--- config.mk ---
export PLATFORM = sky130hd
export DESIGN_NAME = drr_matcher
export DESIGN_NICKNAME = d
export VERILOG_FILES = /design/src/rtl/drr_pkg.sv /design/src/rtl/drr_entry.sv /design/src/rtl/drr_compare.sv /design/src/rtl/drr_decide.sv /design/src/rtl/drr_matcher.sv
export SDC_FILE = /design/constraint.sdc
export NUM_CORES = 1
export LEC_CHECK = 0
export ABC_CLOCK_PERIOD_IN_PS = 2410
export BUFFER_PORTS_ARGS = -buffer_cell sky130_fd_sc_hd__buf_4
export CAP_MARGIN = 40
export CORE_MARGIN = 2
export CORE_UTILIZATION = 30
export CTS_CLUSTER_SIZE = 25
export DETAILED_ROUTE_END_ITERATION = 8
export PLACE_DENSITY = 0.61
export SLEW_MARGIN = 25
export SYNTH_ARGS = -nofsm -noshare
export SYNTH_HDL_FRONTEND = slang
export SYNTH_HIERARCHICAL = 1
export SYNTH_SLANG_ARGS = --single-unit
--- constraint.sdc ---
create_clock -name clk -period 2.41 [get_ports clk]
set_input_delay 0.482 -clock clk [delete_from_list [all_inputs] [get_ports clk]]
set_output_delay 0.482 -clock clk [all_outputs]
set_load 0.02 [all_outputs]
--- src/rtl/drr_pkg.sv ---
package drr_pkg;
  typedef enum logic [1:0] {
    KIND_PLAIN = 2'd0,
    KIND_LINE  = 2'd1,
    KIND_MULTI = 2'd2,
    KIND_RSVD  = 2'd3
  } drr_kind_e;

  typedef enum logic [1:0] {
    DEC_NONE     = 2'd0,
    DEC_COMPLETE = 2'd1,
    DEC_RETRY    = 2'd2,
    DEC_NEWREQ   = 2'd3
  } drr_dec_e;
endpackage

--- src/rtl/drr_entry.sv ---
module drr_entry #(
  parameter int ADDR_W = 32,
  parameter int BE_W   = 4
) (
  input  logic              clk,
  input  logic              rst,
  input  logic              load,
  input  logic              clear,
  input  logic [ADDR_W-1:0] in_addr,
  input  logic [BE_W-1:0]   in_be,
  input  logic [1:0]        in_kind,
  output logic              vld,
  output logic [ADDR_W-1:0] addr,
  output logic [BE_W-1:0]   be,
  output logic [1:0]        kind
);
  always_ff @(posedge clk) begin
    if (rst) begin
      vld  <= 1'b0;
      addr <= '0;
      be   <= '0;
      kind <= '0;
    end else if (load) begin
      vld  <= 1'b1;
      addr <= in_addr;
      be   <= in_be;
      kind <= in_kind;
    end else if (clear) begin
      vld <= 1'b0;
    end
  end
endmodule

--- src/rtl/drr_compare.sv ---
module drr_compare
  import drr_pkg::*;
#(
  parameter int  ADDR_W    = 32,
  parameter int  BE_W      = 4,
  parameter bit  HAS_RELAX = 1'b1
) (
  input  logic [ADDR_W-1:0] a_addr,
  input  logic [BE_W-1:0]   a_be,
  input  logic [1:0]        a_kind,
  input  logic [ADDR_W-1:0] b_addr,
  input  logic [BE_W-1:0]   b_be,
  input  logic [1:0]        b_kind,
  input  logic              relax_allowed,
  output logic              hit
);
  logic addr_eq, be_eq, kind_eq, kind_ok;

  assign addr_eq = (a_addr == b_addr);
  assign be_eq   = (a_be == b_be);
  assign kind_eq = (a_kind == b_kind);

  generate
    if (HAS_RELAX) begin : g_relax
      logic both_reads;
      assign both_reads = (a_kind != KIND_RSVD) && (b_kind != KIND_RSVD);
      assign kind_ok    = kind_eq || (relax_allowed && both_reads);
    end else begin : g_strict
      logic unused_relax;
      assign unused_relax = relax_allowed;
      assign kind_ok      = kind_eq;
    end
  endgenerate

  assign hit = addr_eq && be_eq && kind_ok;
endmodule

--- src/rtl/drr_decide.sv ---
module drr_decide
  import drr_pkg::*;
(
  input  logic       clk,
  input  logic       rst,
  input  logic       req_valid,
  input  logic       ent_vld,
  input  logic       hit,
  input  logic       cpl_ready,
  output logic       load,
  output logic       clear,
  output logic       dec_valid,
  output drr_dec_e   dec_code,
  output logic       entry_clear
);
  drr_dec_e next_code;

  always_comb begin
    load      = 1'b0;
    clear     = 1'b0;
    next_code = DEC_NONE;
    if (req_valid) begin
      if (!ent_vld) begin
        load      = 1'b1;
        next_code = DEC_NEWREQ;
      end else if (hit && cpl_ready) begin
        clear     = 1'b1;
        next_code = DEC_COMPLETE;
      end else begin
        next_code = DEC_RETRY;
      end
    end
  end

  always_ff @(posedge clk) begin
    if (rst) begin
      dec_valid   <= 1'b0;
      dec_code    <= DEC_NONE;
      entry_clear <= 1'b0;
    end else begin
      dec_valid   <= req_valid;
      dec_code    <= next_code;
      entry_clear <= clear;
    end
  end
endmodule

--- src/rtl/drr_matcher.sv ---
module drr_matcher
  import drr_pkg::*;
#(
  parameter int ADDR_W    = 32,
  parameter int BE_W      = 4,
  parameter bit HAS_RELAX = 1'b1
) (
  input  logic              clk,
  input  logic              rst,
  input  logic              req_valid,
  input  logic [ADDR_W-1:0] req_addr,
  input  logic [BE_W-1:0]   req_be,
  input  logic [1:0]        req_kind,
  input  logic              cpl_ready,
  input  logic              relax_en,
  input  logic              pcix_mode,
  output logic              dec_valid,
  output logic [1:0]        dec_code,
  output logic              entry_clear
);
  logic              ent_vld;
  logic [ADDR_W-1:0] ent_addr;
  logic [BE_W-1:0]   ent_be;
  logic [1:0]        ent_kind;
  logic              load, clear, hit, relax_allowed;
  drr_dec_e          code_q;

  assign relax_allowed = relax_en && !pcix_mode;

  drr_entry #(.ADDR_W(ADDR_W), .BE_W(BE_W)) u_entry (
    .clk(clk), .rst(rst), .load(load), .clear(clear),
    .in_addr(req_addr), .in_be(req_be), .in_kind(req_kind),
    .vld(ent_vld), .addr(ent_addr), .be(ent_be), .kind(ent_kind)
  );

  drr_compare #(.ADDR_W(ADDR_W), .BE_W(BE_W), .HAS_RELAX(HAS_RELAX)) u_cmp (
    .a_addr(ent_addr), .a_be(ent_be), .a_kind(ent_kind),
    .b_addr(req_addr), .b_be(req_be), .b_kind(req_kind),
    .relax_allowed(relax_allowed), .hit(hit)
  );

  drr_decide u_dec (
    .clk(clk), .rst(rst), .req_valid(req_valid), .ent_vld(ent_vld),
    .hit(hit), .cpl_ready(cpl_ready), .load(load), .clear(clear),
    .dec_valid(dec_valid), .dec_code(code_q), .entry_clear(entry_clear)
  );

  assign dec_code = code_q;
endmodule

After elaboration in Yosys (flattened, before gate mapping)
Index checks and enable logic that the tools add are counted.
{"block": "op_classes", "n_eq_ne": 5, "muxes": 9, "n_reduce_logical": 10, "bitwise_logic": 1}
{"cell": "$eq A32 B32 Y1", "count": 1}
{"cell": "$mux W1", "count": 7}
{"cell": "$logic_and A1 B1 Y1", "count": 6}
{"cell": "$eq A4 B4 Y1", "count": 1}
{"cell": "$mux W2", "count": 2}
{"cell": "$ne A2 B2 Y1 const B", "count": 2}
{"cell": "$eq A2 B2 Y1", "count": 1}
{"cell": "$reduce_bool A2 Y1", "count": 1}
{"cell": "$reduce_or A2 Y1", "count": 1}
{"cell": "$logic_not A1 Y1", "count": 1}
{"cell": "$logic_or A1 B1 Y1", "count": 1}
{"cell": "$not A1 Y1", "count": 1}
{"block": "totals", "regBits": 43, "in_bits": 44, "wordCells": 32, "out_inout_bits": 4}

Depth between registers and ports, before layout
{"block": "logic_depth", "word_depth": 11, "depth_mapped": 8, "mapped_depth_nobuf": 8}

Hierarchy
Netlist, hierarchy kept.
{"module": "drr_entry", "cells_per_inst": 127, "n_inst": 1, "seq_area_each_um2": 780.7, "area_each_um2": 1402.6}
{"module": "drr_compare", "cells_per_inst": 52, "n_inst": 1, "seq_area_each_um2": 0.0, "area_each_um2": 447.9}
{"module": "drr_decide", "cells_per_inst": 14, "n_inst": 1, "seq_area_each_um2": 80.1, "area_each_um2": 132.6}
{"module": "drr_matcher", "cells_per_inst": 1, "n_inst": 1, "seq_area_each_um2": 0.0, "area_each_um2": 13.8}

Worst setup path after synthesis
OpenSTA, ideal clock, no wires.
{"block": "synth_timing", "path_kind": "input -> register", "start": "input req_addr[21]", "end": "register u_entry.vld", "cell_stages": 8, "path_buffers": 0, "required_time_ns": 2.291, "setup_time_ns": 0.119, "slack_ns": 0.684, "t_arrival_ns": 1.607, "path_cell_list": "xor2_1 -> nor4_2 -> nand4_1 -> nor4_2 -> nand3_1 -> nor2_1 -> nand2b_1 -> a21oi_1"}
{"block": "synth_via", "elab_chain_cells": 8}
{"element": "start: declaration", "line_no": "drr_matcher.sv:11", "rtl": "input logic [ADDR_W-1:0] req_addr,"}
{"element": "$eq A32 B32 Y1", "line_no": "drr_compare.sv:19", "rtl": "assign addr_eq = (a_addr == b_addr);"}
{"element": "$logic_and A1 B1 Y1 (2 in a row)", "line_no": "drr_compare.sv:35", "rtl": "assign hit = addr_eq && be_eq && kind_ok;"}
{"element": "net hit", "line_no": "drr_matcher.sv:25", "rtl": "logic load, clear, hit, relax_allowed;"}
{"element": "$logic_and A1 B1 Y1", "line_no": "drr_decide.sv:26", "rtl": "end else if (hit && cpl_ready) begin"}
{"element": "$mux W1", "line_no": "drr_decide.sv:26"}
{"element": "$mux W1", "line_no": "drr_decide.sv:23", "rtl": "if (!ent_vld) begin"}
{"element": "$mux W1", "line_no": "drr_decide.sv:22", "rtl": "if (req_valid) begin"}
{"element": "net clear", "line_no": "drr_matcher.sv:25"}
{"element": "$reduce_bool A2 Y1 (no line)"}
{"element": "end signal: assignment", "line_no": "drr_entry.sv:19", "rtl": "vld <= 1'b0;"}
{"element": "end signal: assignment", "line_no": "drr_entry.sv:24", "rtl": "vld <= 1'b1;"}
{"element": "end signal: assignment", "line_no": "drr_entry.sv:29", "rtl": "vld <= 1'b0;"}
{"element": "end: declaration", "line_no": "drr_entry.sv:12", "rtl": "output logic vld,"}
The timed path passes the listed nets, and every way through them passes these cells.
A chain may end at the register's enable or synchronous reset.

Worst setup path in the final report
{"block": "layout_timing", "start": "input req_be[2]", "end": "register u_entry.vld"}
{"block": "layout_via", "elab_chain_cells": 8}
{"element": "start: declaration", "line_no": "drr_matcher.sv:12", "rtl": "input logic [BE_W-1:0] req_be,"}
{"element": "$eq A4 B4 Y1", "line_no": "drr_compare.sv:20", "rtl": "assign be_eq = (a_be == b_be);"}
{"element": "$logic_and A1 B1 Y1 (2 in a row)", "line_no": "drr_compare.sv:35"}
{"element": "net hit", "line_no": "drr_matcher.sv:25"}
{"element": "$logic_and A1 B1 Y1", "line_no": "drr_decide.sv:26"}
{"element": "$mux W1", "line_no": "drr_decide.sv:26"}
{"element": "$mux W1", "line_no": "drr_decide.sv:23"}
{"element": "$mux W1", "line_no": "drr_decide.sv:22"}
{"element": "net clear", "line_no": "drr_matcher.sv:25"}
{"element": "$reduce_bool A2 Y1 (no line)"}
The timed path passes the listed nets, and every way through them passes these cells.

==> run_results.csv <==
group,metric,value,unit
outcome,outcome,"finished, final reports clean",
critical_path,cp_max_fo,3,
critical_path,critPathRequiredTime,2.57,ns
route,vias_per_cell,4.31,
job,maxCapViolations,0,
critical_path,worst_r2r_endpoint,"u_entry/vld",
cts,post_cts_resized,0,
power_and_ir_drop,power_density,604,nW/um^2
route,wirelength,3.71,mm
critical_path,timing.rr.start,"u_entry/be[2]",
route,ant_nets,0,
synth,yosysTopAreaCellShare,43.1,%
synth,ys_top_cells_by_area,"dfxtp_1 43%, mux2i_1 19%, xor2_1 12%, nor2_1 7.7%, xnor2_1 4.4%",
critical_path,critPathCapture,"u_entry/vld",
sta,timing.fmax,560,MHz
die,coreArea,6390,um^2
cts,cts-root-buf,"clkbuf_8",
global_routing,grt_pass1_wl,6.07,mm
cts,hold_buffers,0,
synth,yosysUniqueCellTypes,23,
critical_path,critPathLaunchType,"primary input",
sta,setup_viol,0,
global_routing,track_usage,10.5,%
placed_design,dpl.hpwl,2.64,mm
placed_design,placed_area,2380,um^2
route,drc,0,
hold_path,holdCritPathClass,"primary input to register",
global_routing,globalRouteMet2Util,16.0,%
cells_and_area,fin_cells,319,
die,std_cell_rows,29,
critical_path,r2r_cells,8,
synth,ys_warn_count,6,
cts,cts_buffers,5,
cells_and_area,n_fill_cell,661,
global_routing,first_global_vias,1281,
cells_and_area,final_core_util,38.6,%
sta,finalHoldViolations,0,
sta,slew_headroom,70.9,%
placed_design,place_inst,311,
power_and_ir_drop,power.total,1.49,mW
synth,postSynthCellCount,194,
critical_path,startpoint,"req_be[2]",
sta,skew,0.00344,ns
power_and_ir_drop,irDropWorstVdd,0.000324,V
critical_path,crit_type,"primary input to register",
global_routing,use_met3,3.75,%
cts,clock-sinks,43,
die,io_pins,48,
synth,synth_area_per_cell,10.3,um^2
die,die_x,85.6,um
placed_design,portBuffers,47,
critical_path,cp-end-kind,"register",
global_routing,grt_antenna_before_repair,0,
sta,rsz0062_at_grt,"no",
cts,cts_buffer_depth,2,
synth,netlist_area,2000,um^2
cells_and_area,stdcell_area,2470,um^2
synth,synth_top_cell_by_area,"dfxtp_1",
cts,tritoncts,"done",
cells_and_area,nets,285,
cells_and_area,regArea,861,um^2
route,dr.pass1.iters,4,
global_routing,grt-busiest-layer,"met2",
sta,worst_pin_slew,0.437,ns
sta,slew_violations,0,
cells_and_area,area_growth,23.5,%
synth,seq_area_frac_synth,43.1,%
cts,cts_setup_buffers,0,
global_routing,grt_max_degree,41,
cts,clock_latency,0.29,ns
cts,clk_pin_slew,0.08,ns
placed_design,gp_congestion,0.715,
die,initial_utilization,31.3,%
cells_and_area,multi_input_area,1050,um^2
global_routing,use_met1,14.1,%
critical_path,critPathArrivalTime,1.94,ns
critical_path,r2r_slack,0.63,ns
cells_and_area,drive_gt1_share,25.6,%
synth,ys_ff_latch,43,
synth,syn_nets,238,
die,die_y,85.6,um
cells_and_area,num_antenna_cells,0,
sta,fin_crit_sh,74.0,%
route,drtIter0Drc,49,
sta,timing.setup.tns,0,ns
route,wire_per_inst,11.6,um
sta,layout_min_cycle_time,1.78,ns
power_and_ir_drop,p_leak,1.10,nW
cts,htreeDepth,2,
global_routing,gr-total-overflow,0,
route,dr_total_vias,1374,
die,die_area,7320,um^2
## through the flow
stage	hold WS (ns)	setup WS, ns
detailed placement	0.501	0.251
global route	0.427	0.408
finish	0.426	0.626
CTS	0.416	0.550
floorplan	0.447	0.684
global placement	0.492	0.265
## Yosys cell counts (all sizes together)
library cell,n
xnor2,10
mux2i,38
nor4,8
dfxtp,43
clkbuf,2
inv,3
nor2,41
a22o,1
nand2,1
xor2,28
nand2b,2
a21oi,2
nand3,1
nand4,4
nor2b,2
o22ai,1
buf,7
## kinds of logic (layout without fill, tap and decap cells)
family | count (synthesis) | after routing | synth area share, %
AND/OR/NAND/NOR | 59 | 59 | 15.2
flip-flops | 43 | 43 | 43.1
XOR/XNOR | 38 | 38 | 16.7
multiplexers | 38 | 38 | 19.0
buffers and inverters | 12 | 60 | 4.76
AO/OA/AOI/OAI | 4 | 4 | 1.25
## layer usage
layer	part of all wire, %	vias to the layer above	wire length, um
li1	-	735	-
met1	49	606	1820
met2	44	31	1640
met3	6.3	2	235
met4	0.51	0	19
met5	0	-	0
## cells in the final DEF, fill, tap and decap left out
cell	Yosys	layout
a22o_1	1	1
nand2b_4	1	1
mux2i_1	38	38
dfxtp_1	43	43
o22ai_1	1	1
buf_4	2	49
nor4_1	4	4
a21oi_1	2	2
nor4_2	4	4
clkbuf_1	2	2
inv_1	3	3
nand3_1	1	1
clkbuf_8	0	5
xnor2_1	10	10
nor2_1	41	40
nor2b_4	1	1
clkinv_2	0	1
nor2_4	0	1
nand2_1	1	1
nand2b_1	1	1
nand4_1	4	4
nor2b_1	1	1
xor2_1	28	28
## sequential cells by signal, summed over array words and instances, names as in the netlist
signal,count
u_entry/addr,32
u_entry/be,4
u_dec/dec_code,2
u_entry/kind,2
u_dec/dec_valid,1
u_dec/entry_clear,1
u_entry/vld,1
## power by group
group / total, mW / leakage [nW] / switching (mW) / internal [mW]
Sequential: 0.784 / 0.354 / 0.0285 / 0.756
Clock: 0.440 / 0.0422 / 0.236 / 0.204
Combinational: 0.264 / 0.704 / 0.121 / 0.143
## critical path, cell delays in order
cell and delay, ns:
buf_4 0.12, xor2_1 0.15, nor4_1 0.39, nand4_1 0.20, nor4_2 0.20, nand3_1 0.15
nor2_1 0.09, nand2b_1 0.10, a21oi_1 0.06
## how the worst min path moves through the flow
stage / start / to / slack, ns / depth (start not counted)
6_report: req_valid / u_dec/dec_valid / 0.43 / 3
5_1_grt: req_valid / u_dec/dec_valid / 0.43 / 3
4_1_cts: req_valid / u_dec/dec_valid / 0.42 / 3
3_5_place_dp: u_entry/addr[5] / u_entry/addr[5] / 0.50 / 2
3_3_place_gp: u_entry/addr[28] / u_entry/addr[28] / 0.49 / 2
2_1_floorplan: u_entry/vld / u_dec/dec_code[0] / 0.45 / 1
## layout make-up
| cell class | count | area share, % |
|---|---|---|
| Clock buffer | 7 | 3.09 |
| Clock inverter | 1 | 0.203 |
| Inverter | 3 | 0.457 |
| Multi-Input combinational cell | 139 | 42.5 |
| Sequential cell | 43 | 34.9 |
| Tap cell | 77 | 3.91 |
| Timing Repair Buffer | 49 | 14.9 |
(Power assumes the default switching activity.)
